===== src/rtl/rcv_pkg.sv =====
package rcv_pkg;

  // Phases of the recovery sequence, in the order they are visited
  typedef enum logic [2:0] {
    PH_IDLE    = 3'd0,
    PH_PREP    = 3'd1,
    PH_LOW     = 3'd2,
    PH_HIGH    = 3'd3,
    PH_SDA_LOW = 3'd4,
    PH_RELEASE = 3'd5
  } phase_e;

  // Pull-low enables for the two bus lines (1 = pull low)
  typedef struct packed {
    logic scl;
    logic sda;
  } line_pair_t;

  // Pad pattern the sequencer drives in each phase
  function automatic line_pair_t phase_drive(phase_e ph);
    line_pair_t d;
    d = '0;
    case (ph)
      PH_LOW:     d.scl = 1'b1;
      PH_SDA_LOW: d.sda = 1'b1;
      default:    d = '0;
    endcase
    return d;
  endfunction

endpackage


===== src/rtl/rcv_half_timer.sv =====
module rcv_half_timer #(
  parameter int CNT_W = 16
) (
  input  logic             clk,
  input  logic             rst_n,
  input  logic             load_i,
  input  logic [CNT_W-1:0] len_i,
  input  logic             run_i,
  input  logic             hold_i,
  output logic             expire_o
);

  logic [CNT_W-1:0] cnt_q;

  // A zero length is treated as one cycle
  function automatic logic [CNT_W-1:0] reload_value(logic [CNT_W-1:0] len);
    return (len == '0) ? '0 : len - CNT_W'(1);
  endfunction

  assign expire_o = run_i && !hold_i && (cnt_q == '0);

  always_ff @(posedge clk or negedge rst_n) begin
    if (!rst_n) begin
      cnt_q <= '0;
    end else if (load_i) begin
      cnt_q <= reload_value(len_i);
    end else if (run_i && !hold_i && (cnt_q != '0)) begin
      cnt_q <= cnt_q - CNT_W'(1);
    end
  end

endmodule


===== src/rtl/rcv_pulse_count.sv =====
module rcv_pulse_count #(
  parameter int NUM_PULSES = 9
) (
  input  logic clk,
  input  logic rst_n,
  input  logic clear_i,
  input  logic step_i,
  output logic last_o
);

  localparam int PW = $clog2(NUM_PULSES + 1);

  logic [PW-1:0] cnt_q;

  assign last_o = (cnt_q == PW'(NUM_PULSES - 1));

  always_ff @(posedge clk or negedge rst_n) begin
    if (!rst_n) begin
      cnt_q <= '0;
    end else if (clear_i) begin
      cnt_q <= '0;
    end else if (step_i) begin
      cnt_q <= cnt_q + PW'(1);
    end
  end

endmodule


===== src/rtl/rcv_phase_fsm.sv =====
module rcv_phase_fsm
  import rcv_pkg::*;
(
  input  logic   clk,
  input  logic   rst_n,
  input  logic   start_i,
  input  logic   expire_i,
  input  logic   last_pulse_i,
  output phase_e phase_o,
  output logic   accept_o,
  output logic   advance_o,
  output logic   pulse_done_o,
  output logic   finish_o
);

  phase_e phase_q, phase_d;

  assign phase_o      = phase_q;
  assign accept_o     = (phase_q == PH_IDLE) && start_i;
  assign advance_o    = (phase_q != PH_IDLE) && expire_i;
  assign pulse_done_o = (phase_q == PH_HIGH) && expire_i;
  assign finish_o     = (phase_q == PH_RELEASE) && expire_i;

  always_comb begin
    phase_d = phase_q;
    case (phase_q)
      PH_IDLE:    if (start_i)  phase_d = PH_PREP;
      PH_PREP:    if (expire_i) phase_d = PH_LOW;
      PH_LOW:     if (expire_i) phase_d = PH_HIGH;
      PH_HIGH:    if (expire_i) phase_d = last_pulse_i ? PH_SDA_LOW : PH_LOW;
      PH_SDA_LOW: if (expire_i) phase_d = PH_RELEASE;
      PH_RELEASE: if (expire_i) phase_d = PH_IDLE;
      default:    phase_d = PH_IDLE;
    endcase
  end

  always_ff @(posedge clk or negedge rst_n) begin
    if (!rst_n) phase_q <= PH_IDLE;
    else        phase_q <= phase_d;
  end

endmodule


===== src/rtl/rcv_pad_mux.sv =====
module rcv_pad_mux #(
  parameter int LANES = 2
) (
  input  logic             ovr_i,
  input  logic [LANES-1:0] seq_oe_i,
  input  logic [LANES-1:0] ctl_oe_i,
  output logic [LANES-1:0] pad_oe_o
);

  for (genvar g = 0; g < LANES; g++) begin : g_lane
    assign pad_oe_o[g] = ovr_i ? seq_oe_i[g] : ctl_oe_i[g];
  end

endmodule


===== src/rtl/i2c_unstick_seq.sv =====
module i2c_unstick_seq
  import rcv_pkg::*;
#(
  parameter int CNT_W      = 16,
  parameter int NUM_PULSES = 9
) (
  input  logic             clk,
  input  logic             rst_n,
  input  logic             start_i,
  input  logic [CNT_W-1:0] half_period_i,
  input  logic             ctl_scl_oe_i,
  input  logic             ctl_sda_oe_i,
  input  logic             scl_in_i,
  output logic             scl_oe_o,
  output logic             sda_oe_o,
  output logic             busy_o,
  output logic             done_o
);

  // Named internal events
  phase_e           phase;
  logic             start_accept;
  logic             phase_advance;
  logic             pulse_step;
  logic             seq_finish;
  logic             timer_expire;
  logic             last_pulse;
  logic             stretch_hold;
  logic [CNT_W-1:0] len_q;
  logic [CNT_W-1:0] len_sel;
  logic             done_q;
  line_pair_t       seq_drive;
  logic [1:0]       pad_oe;

  assign busy_o       = (phase != PH_IDLE);
  assign stretch_hold = (phase == PH_HIGH) && !scl_in_i;
  assign len_sel      = start_accept ? half_period_i : len_q;
  assign seq_drive    = phase_drive(phase);

  always_ff @(posedge clk or negedge rst_n) begin
    if (!rst_n) begin
      len_q  <= '0;
      done_q <= 1'b0;
    end else begin
      if (start_accept) len_q <= half_period_i;
      done_q <= seq_finish;
    end
  end

  assign done_o = done_q;

  rcv_phase_fsm u_fsm (
    .clk          (clk),
    .rst_n        (rst_n),
    .start_i      (start_i),
    .expire_i     (timer_expire),
    .last_pulse_i (last_pulse),
    .phase_o      (phase),
    .accept_o     (start_accept),
    .advance_o    (phase_advance),
    .pulse_done_o (pulse_step),
    .finish_o     (seq_finish)
  );

  rcv_half_timer #(.CNT_W(CNT_W)) u_timer (
    .clk      (clk),
    .rst_n    (rst_n),
    .load_i   (start_accept || phase_advance),
    .len_i    (len_sel),
    .run_i    (busy_o),
    .hold_i   (stretch_hold),
    .expire_o (timer_expire)
  );

  rcv_pulse_count #(.NUM_PULSES(NUM_PULSES)) u_pulses (
    .clk     (clk),
    .rst_n   (rst_n),
    .clear_i (start_accept),
    .step_i  (pulse_step),
    .last_o  (last_pulse)
  );

  rcv_pad_mux #(.LANES(2)) u_mux (
    .ovr_i    (busy_o),
    .seq_oe_i ({seq_drive.scl, seq_drive.sda}),
    .ctl_oe_i ({ctl_scl_oe_i, ctl_sda_oe_i}),
    .pad_oe_o (pad_oe)
  );

  assign scl_oe_o = pad_oe[1];
  assign sda_oe_o = pad_oe[0];

endmodule


===== config.mk =====
export PLATFORM = sky130hd
export DESIGN_NAME = i2c_unstick_seq
export DESIGN_NICKNAME = d
export VERILOG_FILES = /design/src/rtl/rcv_pkg.sv /design/src/rtl/rcv_half_timer.sv /design/src/rtl/rcv_pulse_count.sv /design/src/rtl/rcv_phase_fsm.sv /design/src/rtl/rcv_pad_mux.sv /design/src/rtl/i2c_unstick_seq.sv
export SDC_FILE = /design/constraint.sdc
export NUM_CORES = 1
export LEC_CHECK = 0
export BUFFER_PORTS_ARGS = -buffer_cell sky130_fd_sc_hd__buf_2
export CORE_MARGIN = 2
export CORE_UTILIZATION = 45
export DETAILED_ROUTE_END_ITERATION = 7
export PLACE_DENSITY = 0.66
export SYNTH_ARGS = -nofsm -noshare
export SYNTH_HDL_FRONTEND = slang
export SYNTH_SLANG_ARGS = --single-unit

===== constraint.sdc =====
create_clock -name clk -period 5.9 [get_ports clk]
set_clock_uncertainty 0.2 [all_clocks]
set_input_delay 0.295 -clock clk [delete_from_list [all_inputs] [get_ports clk]]
set_output_delay 0.295 -clock clk [all_outputs]
set_load 0.03 [all_outputs]

### Word level (Yosys, flattened, before mapping)

Cells that the tools add are included.

| storage, ports and cells | value |
|---|---|
| output and inout bits | 4 |
| bits in registers | 40 |
| word-level logic and storage cells | 57 |

| operators by class | value |
|---|---|
| eq/ne operators | 12 |
| $add $sub $neg | 3 |
| reduce and logical (&&, ||, !) cells | 19 |
| mux-type cells | 18 |

Operators by type and width:

| kind | number |
|---|---|
| 16-bit two-way mux | 4 |
| 16-bit logical NOT | 2 |
| 16-bit by 1-bit subtractor with 16-bit output (second input constant) | 2 |
| 3-bit two-way mux | 7 |
| 3-bit case mux with 6 select lines | 1 |
| 16-bit nonzero test | 1 |
| 2-bit by 1-bit inequality test with 1-bit output (second input constant) | 5 |
| 1-bit logical AND | 8 |
| 4-bit two-way mux | 2 |
| 3-bit by 2-bit == test with 1-bit output (second input constant) | 2 |
| 3-bit == test (second input constant) | 2 |
| 6-bit AND reduction | 1 |
| 4-bit by 1-bit adder with 4-bit output (second input constant) | 1 |
| 4-bit == test (second input constant) | 1 |
| 1-bit two-way mux | 4 |
| 2-bit nonzero test | 2 |
| 3-bit by 1-bit == test with 1-bit output (second input constant) | 1 |
| 3-bit logical NOT | 1 |
| 3-bit nonzero test | 1 |
| 1-bit logical NOT | 2 |
| 2-bit inequality test (second input constant) | 1 |
| 1-bit logical OR | 1 |

### Depth between registers and ports, before layout

| depth | value |
|---|---|
| depth in word-level cells | 8 |
| gate-level depth with buffers | 10 |
| gate-level depth less buffers | 7 |

### Hierarchy

From an unflattened synthesis, not the netlist that was laid out.

| unflattened totals | value |
|---|---|
| cells, all modules | 243 |
| area, all modules | 2474.9 um2 |

Modules (own cells, without submodules):

| module | area each (um2) | times used | sequential area each (um2) | cells an instance |
|---|---|---|---|---|
| rcv_half_timer | 1348.8 | 1 | 400.4 | 159 |
| i2c_unstick_seq | 708.2 | 1 | 425.4 | 40 |
| rcv_pulse_count | 220.2 | 1 | 100.1 | 21 |
| rcv_phase_fsm | 175.2 | 1 | 75.1 | 21 |
| rcv_pad_mux | 22.5 | 1 | 0.0 | 2 |

### Worst setup path before layout

Ideal clock, no wire load.

| timing path | value |
|---|---|
| kind | register to register |
| start | reg u_fsm.phase_q[2] (netlist: u_fsm.phase_o[2]) |
| end | reg u_timer.cnt_q[5] |
| cell stages (with the launch flop) | 10 |
| buffers on the path | 3 |
| required time | 5571 ps |
| path slack | 3206 ps |
| data arrival time | 2366 ps |
| clock period less this slack | 2694 ps |
| setup time | 129 ps |
| cell sequence | dfrtp_1 buf_6 or4b_4 buf_6 nor4_2 o221ai_2 o22ai_2 buf_4 a21oi_1 a2111o_1 |

| between the ends | value |
|---|---|
| longest elaborated chain between the ends | 8 |

Ends and longest elaborated chain:

| what | line | RTL |
|---|---|---|
| start: declaration | rcv_phase_fsm.sv:16 | `phase_e phase_q, phase_d;` |
| start signal: assignment | rcv_phase_fsm.sv:39 | `else phase_q <= phase_d;` |
| branches (longest 8 deep; another with 16-bit by 1-bit subtractor with 16-bit output) | n/a |  |
| end signal: assignment | rcv_half_timer.sv:26 | `cnt_q <= reload_value(len_i);` |
| end signal: assignment | rcv_half_timer.sv:28 | `cnt_q <= cnt_q - CNT_W'(1);` |
| end: declaration | rcv_half_timer.sv:13 | `logic [CNT_W-1:0] cnt_q;` |

Parallel ways; which one is timed is not known.
A chain may end at the register's enable or synchronous reset.

### Final worst setup path

| timing path | value |
|---|---|
| start | reg u_fsm.phase_q[1] (netlist: u_fsm.phase_o[1]) |
| end | reg u_timer.cnt_q[1] |

Same word-level chain as after synthesis.

==> run_results.csv <==
group,metric,value,unit
sta,setup_ws,2.68,ns
sta,worstMarginPinSlew,0.971,ns
pwr,power_density,321,nW/um^2
sta,setup_violations,0,
final_layout,antenna_cells,0,
clock_network,cts_buffers,5,
logic_synthesis,muxShareOfSynthArea,2.49,%
clock_network,cts_tree,"built",
status,status,"finished, final reports clean",
grt,gr-total-overflow,0,
logic_synthesis,synth_area,2520,sq um
grt,grt_pass1_wl,10500,um
die,die_h,78.8,um
logic_synthesis,syn-num-nets,321,
critical_path,cp_max_fo,35,
logic_synthesis,synthSimpleGateAreaFrac,29.2,%
logic_synthesis,synth-edff-count,0,
die,core_area,5440,sq um
critical_path,critPathRequiredTime,5.84,ns
sta,rsz0062_at_grt,"no",
pwr,p_leak,1.23,nW
critical_path,crit_arrival,3.16,ns
die,top_level_ports,26,
sta,drv_slew,0,
detailed_routing,wire_per_inst,15.9,um
final_layout,area_delta_synth_final,11.2,%
final_layout,drive_gt1_share,13.7,%
place,gp_congestion,0.874,
logic_synthesis,syn_area_per_cell,8.53,sq um
pwr,vdd_drop_max,131,uV
place,place_inst,376,
logic_synthesis,synth_cell_types,56,
critical_path,crit_type,"reg -> reg",
logic_synthesis,postSynthCellCount,295,
final_layout,layoutNonFillerInstCount,385,
critical_path,worstSetupEndpointType,"register",
die,fp-row-count,27,
flow_run,cap_viol_max_count,0,
clock_network,clock_latency,0.30,ns
logic_synthesis,async_reset_ff_share,100,%
logic_synthesis,synth-main-ff-cell,"dfrtp_1",
clock_network,cts-htree-levels,2,
detailed_routing,drc,0,
clock_network,cts.clk_slew.worst_paths,0.08,ns
clock_network,postCtsSetupBuffers,0,
place,hpwl,4280,um
die,start_util,46.3,%
logic_synthesis,synth-seq-area-share,39.8,%
critical_path,startpoint_type,"register",
min_path,hold_path_class,"in -> reg",
logic_synthesis,synth-seq-cells,40,
logic_synthesis,synth_compound_area_share,17.0,%
sta,finalCriticalPeriod,3.22,ns
sta,relSlewSlack,35.2,%
final_layout,nNetsFinal,338,
pwr,power.total,898,uW
critical_path,regToRegSetupSlack,2.68,ns
clock_network,cts_hold_buffers,1,
place,portBuffers,25,
detailed_routing,first_pass_iters,5,
detailed_routing,drtIter0Drc,122,
grt,grt_pass1_vias,2051,
clock_network,clock_sinks,40,
detailed_routing,routed_wirelength,6110,um
detailed_routing,drtAntennaViolNets,0,
logic_synthesis,synth_top_family_by_area,"simple AND/OR/NAND/NOR gates",
sta,final.period_utilization,54.6,%
final_layout,final_util,51.5,%
clock_network,cts_root_buf,"clkbuf_8",
grt,track_usage,21.7,%
logic_synthesis,yosys_warnings,0,
sta,fmax,310,MHz
detailed_routing,vias,2223,
die,die_w,78.8,um
logic_synthesis,synthAdderAreaFrac,1.99,%
sta,hold_viol_final,0,
grt,grt_start_max_net_pins,41,
detailed_routing,via_per_inst,5.77,
place,place_ws,2.70,ns
sta,tns,0,ns
grt,antenna_found_initial,0,
logic_synthesis,synth-xor-area-share,4.53,%
die,dieArea,6210,sq um
clock_network,cts_resized,0,
clock_network,clock_path_buffers,2,
## final timing paths
check,startpoint,end,cells past startpoint
worst max-delay path,u_fsm.phase_o[1],u_timer.cnt_q[1],6
worst min-delay path,half_period_i[3],len_q[3],3
worst max register to register,u_fsm.phase_o[1],u_timer.cnt_q[1],6
worst min register to register,len_q[2],len_q[2],2
max in group asynchronous,rst_n,len_q[5],2
min in group asynchronous,rst_n,len_q[11],2
## layout by cell type, fill, tap and decap left out, types with 3 or more instances in the layout
cell type	Yosys	routed
mux2i_1	4	4
xnor2_1	10	10
clkbuf_8	0	7
or3_1	10	10
inv_1	11	11
nand2_1	49	49
nand4_1	4	4
nor2_1	25	25
xor2_1	3	3
nand3_1	6	6
a21oi_1	15	15
o211ai_1	6	6
o21ai_0	15	15
nor3_1	10	10
o221ai_1	5	5
buf_2	0	25
or4_1	8	8
ha_1	4	4
nor4_1	11	11
dfrtp_1	40	40
## kinds of logic (layout without fill, tap and decap cells)
| group | Yosys count | after routing |
|---|---|---|
| XOR/XNOR | 13 | 13 |
| AO/OA/AOI/OAI | 62 | 62 |
| multiplexers | 5 | 5 |
| AND/OR/NAND/NOR | 142 | 142 |
| flip-flops | 40 | 40 |
| buffers and inverters | 29 | 47 |
| adder cells (fa/ha/maj) | 4 | 4 |
## cells in the mapped netlist, drive strengths merged (2+ instances only)
cell | count | area (sq um)
a21boi | 2 | 15.0
a21oi | 15 | 75.1
and2 | 2 | 12.5
buf | 4 | 33.8
clkbuf | 13 | 48.8
dfrtp | 40 | 1000
ha | 4 | 50.1
inv | 12 | 45.0
mux2i | 5 | 62.6
nand2 | 49 | 184
nand2b | 2 | 12.5
nand3 | 6 | 30.0
nand3b | 2 | 15.0
nand4 | 4 | 25.0
nor2 | 25 | 93.8
nor3 | 10 | 50.1
nor3b | 2 | 15.0
nor4 | 12 | 81.3
nor4b | 2 | 17.5
o211ai | 6 | 45.0
o21ai | 15 | 75.1
o221ai | 6 | 58.8
o22ai | 2 | 18.8
o311ai | 2 | 17.5
o31ai | 2 | 15.0
or3 | 11 | 73.8
or4 | 8 | 60.1
or4b | 2 | 23.8
xnor2 | 10 | 87.6
xor2 | 3 | 26.3
## worst max-delay path: stages, from the launching register on
cell	delay [ns]
dfrtp_1	0.51
or4b_4	0.78
nor4_2	0.43
o221ai_2	0.22
o22ai_2	0.55
o221ai_1	0.22
a21boi_0	0.16
## state kept, by name (all words and copies together) (netlist names)
signal / count
done_o: 1
len_q: 16
u_fsm.phase_o: 3
u_pulses.cnt_q: 4
u_timer.cnt_q: 16
## metal layers
layer | global-route usage, % | routed length (um) | up-vias
li1 | - | - | 1100
met1 | 30.3 | 2830 | 1068
met2 | 34.4 | 2940 | 48
met3 | 2.73 | 255 | 7
met4 | 8.07 | 93 | 0
met5 | 0 | 0 | -
## per-stage QoR
step                      cell area [sq um]  hold WS [ns]
after floorplan                        2520        -0.201
after global placement                 2660         0.274
after detailed placement               2660         0.278
after CTS                              2800       0.00515
after global routing                   2800        0.0381
final                                  2800       0.00958
## cell type report
cell class | instances | area [sq um]
fill | 526 | 2640
multi-input combinational | 226 | 1390
sequential | 40 | 1000
timing repair buffer | 27 | 143
clock buffer | 7 | 96.3
tap | 72 | 90.1
inverter | 12 | 45.0
clock inverter | 1 | 30.0
## where the power goes
group	switching (mW)	total [mW]	internal, mW
clock network	0.100	0.250	0.149
registers	0.0733	0.411	0.338
logic	0.130	0.238	0.108
No activity file was read; power rests on OpenSTA's default activity.
